--- config.mk ---
export PLATFORM = sky130hd
export DESIGN_NAME = pwr_seq_top
export DESIGN_NICKNAME = d
export VERILOG_FILES = /design/src/rtl/pwr_seq_pkg.sv /design/src/rtl/pwr_seq_timer.sv /design/src/rtl/pwr_seq_fsm.sv /design/src/rtl/pwr_seq_rail.sv /design/src/rtl/pwr_seq_top.sv
export SDC_FILE = /design/constraint.sdc
export NUM_CORES = 1
export LEC_CHECK = 0
export ABC_CLOCK_PERIOD_IN_PS = 5300
export CAP_MARGIN = 20
export CORE_MARGIN = 4
export CORE_UTILIZATION = 50
export CTS_CLUSTER_SIZE = 16
export DETAILED_ROUTE_END_ITERATION = 10
export PLACE_DENSITY = 0.86
export RECOVER_POWER = 100
export SETUP_SLACK_MARGIN = 0.5
export SYNTH_ARGS = -nofsm -noshare
export SYNTH_HDL_FRONTEND = slang
export SYNTH_HIERARCHICAL = 1
export SYNTH_SLANG_ARGS = --single-unit
export TNS_END_PERCENT = 100
--- constraint.sdc ---
create_clock -name clk -period 5.3 [get_ports clk]
set_clock_uncertainty 0.2 [all_clocks]
set_input_delay 0.53 -clock clk [delete_from_list [all_inputs] [get_ports clk]]
set_output_delay 0.53 -clock clk [all_outputs]
set_load 0.05 [all_outputs]
--- src/rtl/pwr_seq_pkg.sv ---
package pwr_seq_pkg;
  typedef enum logic [2:0] {
    M_POR   = 3'd0,
    M_STBY  = 3'd1,
    M_START = 3'd2,
    M_IDLE  = 3'd3,
    M_SHDN  = 3'd4
  } mode_e;

  localparam int          CODE_W     = 3;
  localparam logic [2:0]  CODE_NEVER = 3'b111;
  localparam logic [2:0]  LAST_STEP  = 3'd6;
endpackage

--- src/rtl/pwr_seq_timer.sv ---
module pwr_seq_timer #(
  parameter int CNT_W = 9
) (
  input  logic             clk,
  input  logic             rst_n,
  input  logic             clr,
  input  logic [CNT_W-1:0] limit,
  output logic             done
);
  logic [CNT_W-1:0] cnt;

  // limit is never zero; >= keeps a shortened step from overrunning
  assign done = (cnt >= (limit - CNT_W'(1)));

  always_ff @(posedge clk or negedge rst_n) begin
    if (!rst_n)          cnt <= '0;
    else if (clr || done) cnt <= '0;
    else                 cnt <= cnt + CNT_W'(1);
  end
endmodule

--- src/rtl/pwr_seq_fsm.sv ---
module pwr_seq_fsm
  import pwr_seq_pkg::*;
#(
  parameter int STEP_CYC = 50,
  parameter int BIAS_CYC = 300,
  parameter int POR_CYC  = 16,
  parameter int CNT_W    = 9
) (
  input  logic             clk,
  input  logic             rst_n,
  input  logic             en_pin,
  input  logic             tsd_flag,
  input  logic             step_short,
  input  logic             tmr_done,
  output logic             tmr_clr,
  output logic [CNT_W-1:0] tmr_limit,
  output mode_e            mode_o,
  output logic             set_vld,
  output logic [2:0]       set_step,
  output logic             clr_vld,
  output logic [2:0]       clr_step,
  output logic             follow,
  output logic             all_off,
  output logic             rst_grp_a,
  output logic             rst_grp_b
);
  mode_e      mode_q, mode_n;
  logic [2:0] step_q, step_n;
  logic       in_bias_q, in_bias_n;
  logic       en_q, tsd_q;
  logic       grp_a_n, grp_b_n;
  logic       en_rise, en_fall, tsd_fall, go_start, go_down;
  logic [CNT_W-1:0] step_len;

  assign en_rise  = en_pin & ~en_q;
  assign en_fall  = ~en_pin & en_q;
  assign tsd_fall = ~tsd_flag & tsd_q;
  assign go_start = (mode_q == M_STBY) && !tsd_flag && (en_rise || (tsd_fall && en_pin));
  assign go_down  = ((mode_q == M_START) || (mode_q == M_IDLE)) && (en_fall || tsd_flag);
  assign step_len = step_short ? CNT_W'(STEP_CYC) : CNT_W'(2 * STEP_CYC);
  assign mode_o   = mode_q;

  always_comb begin
    mode_n    = mode_q;
    step_n    = step_q;
    in_bias_n = in_bias_q;
    tmr_clr   = 1'b0;
    tmr_limit = step_len;
    set_vld   = 1'b0;
    set_step  = '0;
    clr_vld   = 1'b0;
    clr_step  = '0;
    follow    = 1'b0;
    all_off   = 1'b0;
    grp_a_n   = 1'b0;
    grp_b_n   = 1'b0;
    unique case (mode_q)
      M_POR: begin
        tmr_limit = CNT_W'(POR_CYC);
        all_off   = 1'b1;
        if (tmr_done) mode_n = M_STBY;
      end
      M_STBY: begin
        tmr_clr = 1'b1;
        all_off = 1'b1;
        if (go_start) begin
          mode_n    = M_START;
          in_bias_n = 1'b1;
        end
      end
      M_START: begin
        if (in_bias_q) tmr_limit = CNT_W'(BIAS_CYC);
        if (go_down) begin
          mode_n    = M_SHDN;
          step_n    = '0;
          in_bias_n = 1'b0;
          tmr_clr   = 1'b1;
          clr_vld   = 1'b1;
        end else if (tmr_done) begin
          if (in_bias_q) begin
            in_bias_n = 1'b0;
            step_n    = '0;
            set_vld   = 1'b1;
          end else begin
            step_n   = step_q + 3'd1;
            set_vld  = 1'b1;
            set_step = step_q + 3'd1;
            if (step_q == LAST_STEP - 3'd1) mode_n = M_IDLE;
          end
        end
      end
      M_IDLE: begin
        tmr_clr = 1'b1;
        if (go_down) begin
          mode_n  = M_SHDN;
          step_n  = '0;
          clr_vld = 1'b1;
        end else begin
          follow = 1'b1;
        end
      end
      M_SHDN: begin
        if (tmr_done) begin
          if (step_q != LAST_STEP) begin
            step_n   = step_q + 3'd1;
            clr_vld  = 1'b1;
            clr_step = step_q + 3'd1;
            if (step_q == LAST_STEP - 3'd1) grp_a_n = 1'b1;
          end else begin
            mode_n  = M_STBY;
            all_off = 1'b1;
            grp_b_n = 1'b1;
          end
        end
      end
      default: begin
        mode_n  = M_STBY;
        all_off = 1'b1;
      end
    endcase
  end

  always_ff @(posedge clk or negedge rst_n) begin
    if (!rst_n) begin
      mode_q    <= M_POR;
      step_q    <= '0;
      in_bias_q <= 1'b0;
      en_q      <= 1'b0;
      tsd_q     <= 1'b0;
      rst_grp_a <= 1'b0;
      rst_grp_b <= 1'b0;
    end else begin
      mode_q    <= mode_n;
      step_q    <= step_n;
      in_bias_q <= in_bias_n;
      en_q      <= en_pin;
      tsd_q     <= tsd_flag;
      rst_grp_a <= grp_a_n;
      rst_grp_b <= grp_b_n;
    end
  end

  // start-up is only ever entered from standby
  p_start_from_stby_r2: assert property (@(posedge clk) disable iff (!rst_n)
    (mode_q == M_START && $past(mode_q) != M_START) |-> ($past(mode_q) == M_STBY));

  // the two register-reset pulses never overlap
  p_grp_excl_r8: assert property (@(posedge clk) disable iff (!rst_n)
    $onehot0({rst_grp_a, rst_grp_b}));

  // second reset pulse coincides with the return to standby
  p_grp_b_stby_r8: assert property (@(posedge clk) disable iff (!rst_n)
    rst_grp_b |-> (mode_q == M_STBY));
endmodule

--- src/rtl/pwr_seq_rail.sv ---
module pwr_seq_rail
  import pwr_seq_pkg::*;
(
  input  logic             clk,
  input  logic             rst_n,
  input  logic             en_bit,
  input  logic [CODE_W-1:0] dly,
  input  logic             set_vld,
  input  logic [2:0]       set_step,
  input  logic             clr_vld,
  input  logic [2:0]       clr_step,
  input  logic             follow,
  input  logic             all_off,
  output logic             on
);
  logic [2:0] off_code;
  logic       hit_set, hit_clr;

  // reverse order: code d drops out at shutdown step (6 - d)
  assign off_code = LAST_STEP - clr_step;
  assign hit_set  = set_vld && en_bit && (dly == set_step);
  assign hit_clr  = clr_vld && ((dly == off_code) ||
                                ((clr_step == 3'd0) && (dly == CODE_NEVER)));

  always_ff @(posedge clk or negedge rst_n) begin
    if (!rst_n)       on <= 1'b0;
    else if (all_off) on <= 1'b0;
    else if (follow)  on <= en_bit;
    else if (hit_set) on <= 1'b1;
    else if (hit_clr) on <= 1'b0;
  end

  // a never-start rail can only come up through the idle follow path
  p_never_start_r4: assert property (@(posedge clk) disable iff (!rst_n)
    ($rose(on) && $past(dly) == CODE_NEVER) |-> $past(follow));
endmodule

--- src/rtl/pwr_seq_top.sv ---
module pwr_seq_top
  import pwr_seq_pkg::*;
#(
  parameter int NRAIL    = 6,
  parameter int STEP_CYC = 50,
  parameter int BIAS_CYC = 300,
  parameter int POR_CYC  = 16
) (
  input  logic                    clk,
  input  logic                    rst_n,
  input  logic                    en_pin,
  input  logic                    tsd_flag,
  input  logic                    step_short,
  input  logic [NRAIL-1:0]        rail_en,
  input  logic [CODE_W*NRAIL-1:0] rail_dly,
  output logic [NRAIL-1:0]        rail_on,
  output logic                    bias_on,
  output logic                    rst_grp_a,
  output logic                    rst_grp_b,
  output logic [2:0]              mode
);
  localparam int MAX_A   = (BIAS_CYC > 2 * STEP_CYC) ? BIAS_CYC : 2 * STEP_CYC;
  localparam int MAX_CYC = (MAX_A > POR_CYC) ? MAX_A : POR_CYC;
  localparam int CNT_W   = $clog2(MAX_CYC + 1);

  mode_e            mode_q;
  logic             tmr_clr, tmr_done;
  logic [CNT_W-1:0] tmr_limit;
  logic             set_vld, clr_vld, follow, all_off;
  logic [2:0]       set_step, clr_step;

  pwr_seq_timer #(.CNT_W(CNT_W)) u_timer (
    .clk   (clk),
    .rst_n (rst_n),
    .clr   (tmr_clr),
    .limit (tmr_limit),
    .done  (tmr_done)
  );

  pwr_seq_fsm #(
    .STEP_CYC (STEP_CYC),
    .BIAS_CYC (BIAS_CYC),
    .POR_CYC  (POR_CYC),
    .CNT_W    (CNT_W)
  ) u_fsm (
    .clk        (clk),
    .rst_n      (rst_n),
    .en_pin     (en_pin),
    .tsd_flag   (tsd_flag),
    .step_short (step_short),
    .tmr_done   (tmr_done),
    .tmr_clr    (tmr_clr),
    .tmr_limit  (tmr_limit),
    .mode_o     (mode_q),
    .set_vld    (set_vld),
    .set_step   (set_step),
    .clr_vld    (clr_vld),
    .clr_step   (clr_step),
    .follow     (follow),
    .all_off    (all_off),
    .rst_grp_a  (rst_grp_a),
    .rst_grp_b  (rst_grp_b)
  );

  for (genvar g = 0; g < NRAIL; g++) begin : g_rail
    pwr_seq_rail u_rail (
      .clk      (clk),
      .rst_n    (rst_n),
      .en_bit   (rail_en[g]),
      .dly      (rail_dly[g*CODE_W +: CODE_W]),
      .set_vld  (set_vld),
      .set_step (set_step),
      .clr_vld  (clr_vld),
      .clr_step (clr_step),
      .follow   (follow),
      .all_off  (all_off),
      .on       (rail_on[g])
    );
  end

  assign mode    = mode_q;
  assign bias_on = (mode_q == M_START) || (mode_q == M_IDLE) || (mode_q == M_SHDN);

  // no rail is driven in reset or standby
  p_rails_off_stby_r1: assert property (@(posedge clk) disable iff (!rst_n)
    ((mode_q == M_POR) || (mode_q == M_STBY)) |-> (rail_on == '0));

  // a rail is never on without bias
  p_bias_covers_r3: assert property (@(posedge clk) disable iff (!rst_n)
    (rail_on != '0) |-> bias_on);

  // no rail drops while start-up continues
  p_no_fall_start_r3: assert property (@(posedge clk) disable iff (!rst_n)
    (mode_q == M_START) |=> (((~rail_on & $past(rail_on)) == '0) || (mode_q == M_SHDN)));

  // no rail rises once shutdown has begun
  p_no_rise_shdn_r7: assert property (@(posedge clk) disable iff (!rst_n)
    (mode_q == M_SHDN) |=> ((rail_on & ~$past(rail_on)) == '0));

  // settled idle tracks the enable bits one cycle late
  p_idle_follow_r5: assert property (@(posedge clk) disable iff (!rst_n)
    (mode_q == M_IDLE && $past(mode_q) == M_IDLE && $past(mode_q, 2) == M_IDLE)
      |-> (rail_on == $past(rail_en)));
endmodule

==> summary.md <==
| Metric | Value |
|---|---|
| Status | `finished, final reports clean` |
| Post-route ant nets | `0` |
| Max Fclk | `about 210 MHz` |
| Row count | `26` |
| FF-to-FF path depth | `21` |
| Initial antenna violation count | `0` |
| Sequential element share of the synthesized area | `between 20% and 30%` |
| Final setup fails | `0` |
| Slew HR | `~4.1%` |
| Via density | `5.94` |
| IO Port Bufs | `40` |
| Crit path max fanout | `12` |
| FFs w/ async S/R, synth | `100%` |
| Worst hold path stage count | `1` |
| GR Util met3 | `2.96%` |
| CTS sink cnt | `26` |
| Synthesized area per cell | `about 9.3 µm²` |
| Worst R2R Start | `u_fsm/mode_o[2]$_DFFE_PN0P_` |
| Static Leak | `roughly 1.4 nW` |
| Period utilization | `between 80% and 90%` |
| Max incr delay on CP | `0.48 ns` |
| RSZ-0062 raised after global routing | `no` |
| Placer Congestion | `around 0.84` |
| Routed wire length | `between 7000 and 8000 µm` |
| Synth Flop Type | `dfrtp_1` |
| Total overflow reported by the global router | `0` |
| Hold WC Path Type | `flop to flop` |
| Most frequent cells in the layout | `31 x xnor2_1, 27 x inv_1, 26 x ha_1, 25 x clkdlybuf4s50_1, 24 x nor2_1` |
| WP data arrival | `around 4.7 ns` |
| Max Slew Vio Count | `0` |
| GRT Util Overall | `a little under a quarter` |
| Warnings from Yosys | `6` |
| Fill cell count | `approximately 430` |
| Final net count | `410` |
| Global-route wire length before repair | `around 12000 µm` |
| H-tree depth | `1` |
| Crit-path slowest cell | `clkdlybuf4s50_1` |
| Vias in the first global route | `~2600` |
| Top cell by count, worst path | `nor2_1` |
| Commonest non-fill, non-tap cell in the layout | `xnor2_1` |
| Pre-CTS setup slack | `-0.0503 ns` |
| R2R Setup Slk | `between 0.5 and 0.6 ns` |
| Critical path class | `input pin to flop` |
| Busiest grt layer | `met2` |
| Starting Density | `between 50 and 60%` |
| Met1 Usage GRT | `~29%` |
| Worst-Margin Slew | `between 1 and 1.5 ns` |
| Hold slack | `between 0.3 and 0.4 ns` |
| Critical Path RT | `5.25 ns` |
| Crit path cell chain | `clkdlybuf4s50_1 > a21oi_4 > inv_1 > nor4_1 > nand2_1 > nor3_1 > xnor2_1 > ha_1 > nand4_1 > nor2_1 > o2bb2ai_4 > or2_4 > and2b_4 > nand4_4 > clkbuf_1 > nor2_1 > buf_4 > xnor3_1 > nor4b_2 > o32ai_1` |
| Hold EP | `u_timer/cnt[0]$_DFF_PN0_` |
| WL/cell | `17.3 µm` |
| Clk buf depth | `2` |
| Max cap viols | `0` |
| CTS Buf Count | `3` |
| Unique masters post-synth | `55` |
| Worst-Skew Late Latency | `~0.28 ns` |
| Die area | `~6700 µm²` |
| Post-synth EDFFs | `0` |
| Pin count of the biggest net entering global routing | `27` |
| Ports | `a little over 40` |
| Worst VDD drop | `around 0.16 mV` |
| #FFs+latches synth | `26` |
| Clk slew on worst S/H paths | `0.09 ns` |
| Worst path bufs/invs | `4` |
| DR vias | `approximately 2500` |
| Area grow syn2layout | `27.2%` |
| Root Driver | `clkbuf_8` |
| Final Hold Viols | `0` |
| First DRT Iteration DRCs | `197` |
| # diodes | `0` |
| Pwr/cell area | `342 nW/µm²` |
| CTS tree | `yes` |
| Post-DP HPWL | `5180 µm` |
| DRC viols | `0` |
| Netlist Area Pre-Place | `approximately 2700 µm²` |
| Final Power | `1.18 mW` |
| M2 GR Usage | `about 40%` |
| Share of layout cells above drive strength 1 | `15.8%` |
| Worst flop-to-flop path endpoint | `g_rail[3].u_rail/on$_DFFE_PN0P_` |
| Setup TNS | `0 ns` |
| Min setup slack post-route | `about 0.53 ns` |
| Core Footprint | `roughly 5200 µm²` |
| Die Width | `between 80 and 90 µm` |
| CP Capture Type | `flop` |
| Hold path start | `u_timer/cnt[0]$_DFF_PN0_` |
| CP Launch Type | `input pin` |
| Top delay family on crit path | `simple AND/OR/NAND/NOR gates` |
| Post-synthesis instance total | `294` |
| DRT Pass-1 Iters | `4` |
| Crit path time final | `4.77 ns` |
| Die height | `between 80 and 90 µm` |
==> Yosys cell counts (3+ instances only) <==
cell | n | share of area [%]
nor4b_2 | 8 | 4.4
nor2b_1 | 3 | 0.69
ha_1 | 26 | 12
xnor2_1 | 31 | 10
o32ai_1 | 6 | 1.9
xor2_1 | 13 | 4.2
nor3_1 | 3 | 0.55
nand3_1 | 11 | 2.0
a41oi_1 | 6 | 1.9
and3_1 | 3 | 0.69
nor4_2 | 3 | 1.4
nand2b_1 | 4 | 0.92
buf_4 | 3 | 0.83
nand4b_1 | 6 | 1.9
o21ai_0 | 3 | 0.55
dfrtp_1 | 26 | 24
inv_1 | 27 | 3.7
nor4_1 | 9 | 2.1
a21oi_1 | 8 | 1.5
nand2_1 | 18 | 2.5
nor2_1 | 26 | 3.6
o211ai_1 | 7 | 1.9
xnor3_1 | 6 | 5.0
==> through the flow <==
step	util, %	instances	cell area [µm²]
floorplan	-	295	2780
global placement	63.1	407	3280
detailed placement	63.1	407	3280
CTS	66.6	422	3470
global route	66.5	424	3460
finish	66.5	424	3460
==> how the worst max path moves through the flow <==
stage	from	to	slack, ns	cells past startpoint
after global placement	step_short	g_rail[1].u_rail/on$_DFFE_PN0P_	0.22	20
after CTS	step_short	g_rail[3].u_rail/on$_DFFE_PN0P_	0.54	21
after floorplan	u_fsm/mode_o[0]$_DFFE_PN0P_	g_rail[0].u_rail/on$_DFFE_PN0P_	0.52	22
after detailed placement	step_short	g_rail[3].u_rail/on$_DFFE_PN0P_	-0.05	20
final	step_short	g_rail[3].u_rail/on$_DFFE_PN0P_	0.53	20
after global routing	u_fsm/mode_o[2]$_DFFE_PN0P_	g_rail[4].u_rail/on$_DFFE_PN0P_	0.28	21
==> layer usage <==
metal	wire length, µm	up-vias
li1	-	1167
met1	2980	1238
met2	3770	95
met3	402	18
met4	175	0
met5	0	-
==> state kept, by name, indices dropped and copies added (netlist names) <==
signal            cells
g_rail.u_rail/on      6
u_fsm/rst_grp_b       1
u_fsm/en_q            1
u_fsm/in_bias_q       1
u_fsm/tsd_q           1
u_fsm/step_q          3
u_timer/cnt           9
u_fsm/rst_grp_a       1
u_fsm/mode_o          3
==> cells by family (layout without fill, tap and decap cells) <==
group	count (synthesis)	after routing	share of synthesized area, %
AOI/OAI and AO/OA	44	44	12.9
muxes	1	1	0.368
adders and majority gates	26	26	12.0
other	1	2	0.138
xor gates and xnor gates	50	50	19.1
and+or+nand+nor	110	110	25.4
DFF	26	26	23.9
buffers and inverters	36	95	6.12
==> cell type report <==
class	count	area (µm²)	share of cell area, %
clock buffers	3	41.3	1.19
clock inverters	1	30.0	0.868
inverters	27	101	2.93
multi-input cells	233	1950	56.4
flip-flops and latches	26	654	18.9
well taps	70	87.6	2.53
repair buffers	64	594	17.2
==> worst register-to-register path: cells and delay by family, from the launching register on <==
| kind | cells | cell delay [ns] |
|---|---|---|
| xor+xnor | 2 | 0.36 |
| simple gates | 11 | 2.25 |
| flops | 1 | 0.42 |
| compound gates | 3 | 0.33 |
| buf+inv | 4 | 0.73 |
| fa+ha+maj | 1 | 0.32 |
==> timing repair <==
item / in CTS / in global routing
buffers inserted: 11 / 2
gates resized for setup: 1 / 4
cloned: 0 / 0
pin swaps: 3 / 2
endpoints found under the setup margin: 6 / 6
hold endpoints to repair: 0 / 0
hold buffers: 0 / 0
==> where the power goes <==
part	total (mW)	internal [mW]	switching, mW	leakage, nW
combinational	0.724	0.314	0.410	1.06
clock	0.168	0.101	0.0671	0.0357
sequential	0.293	0.237	0.0555	0.335
total	1.18	0.652	0.532	1.44
(Power assumes the default switching activity.)
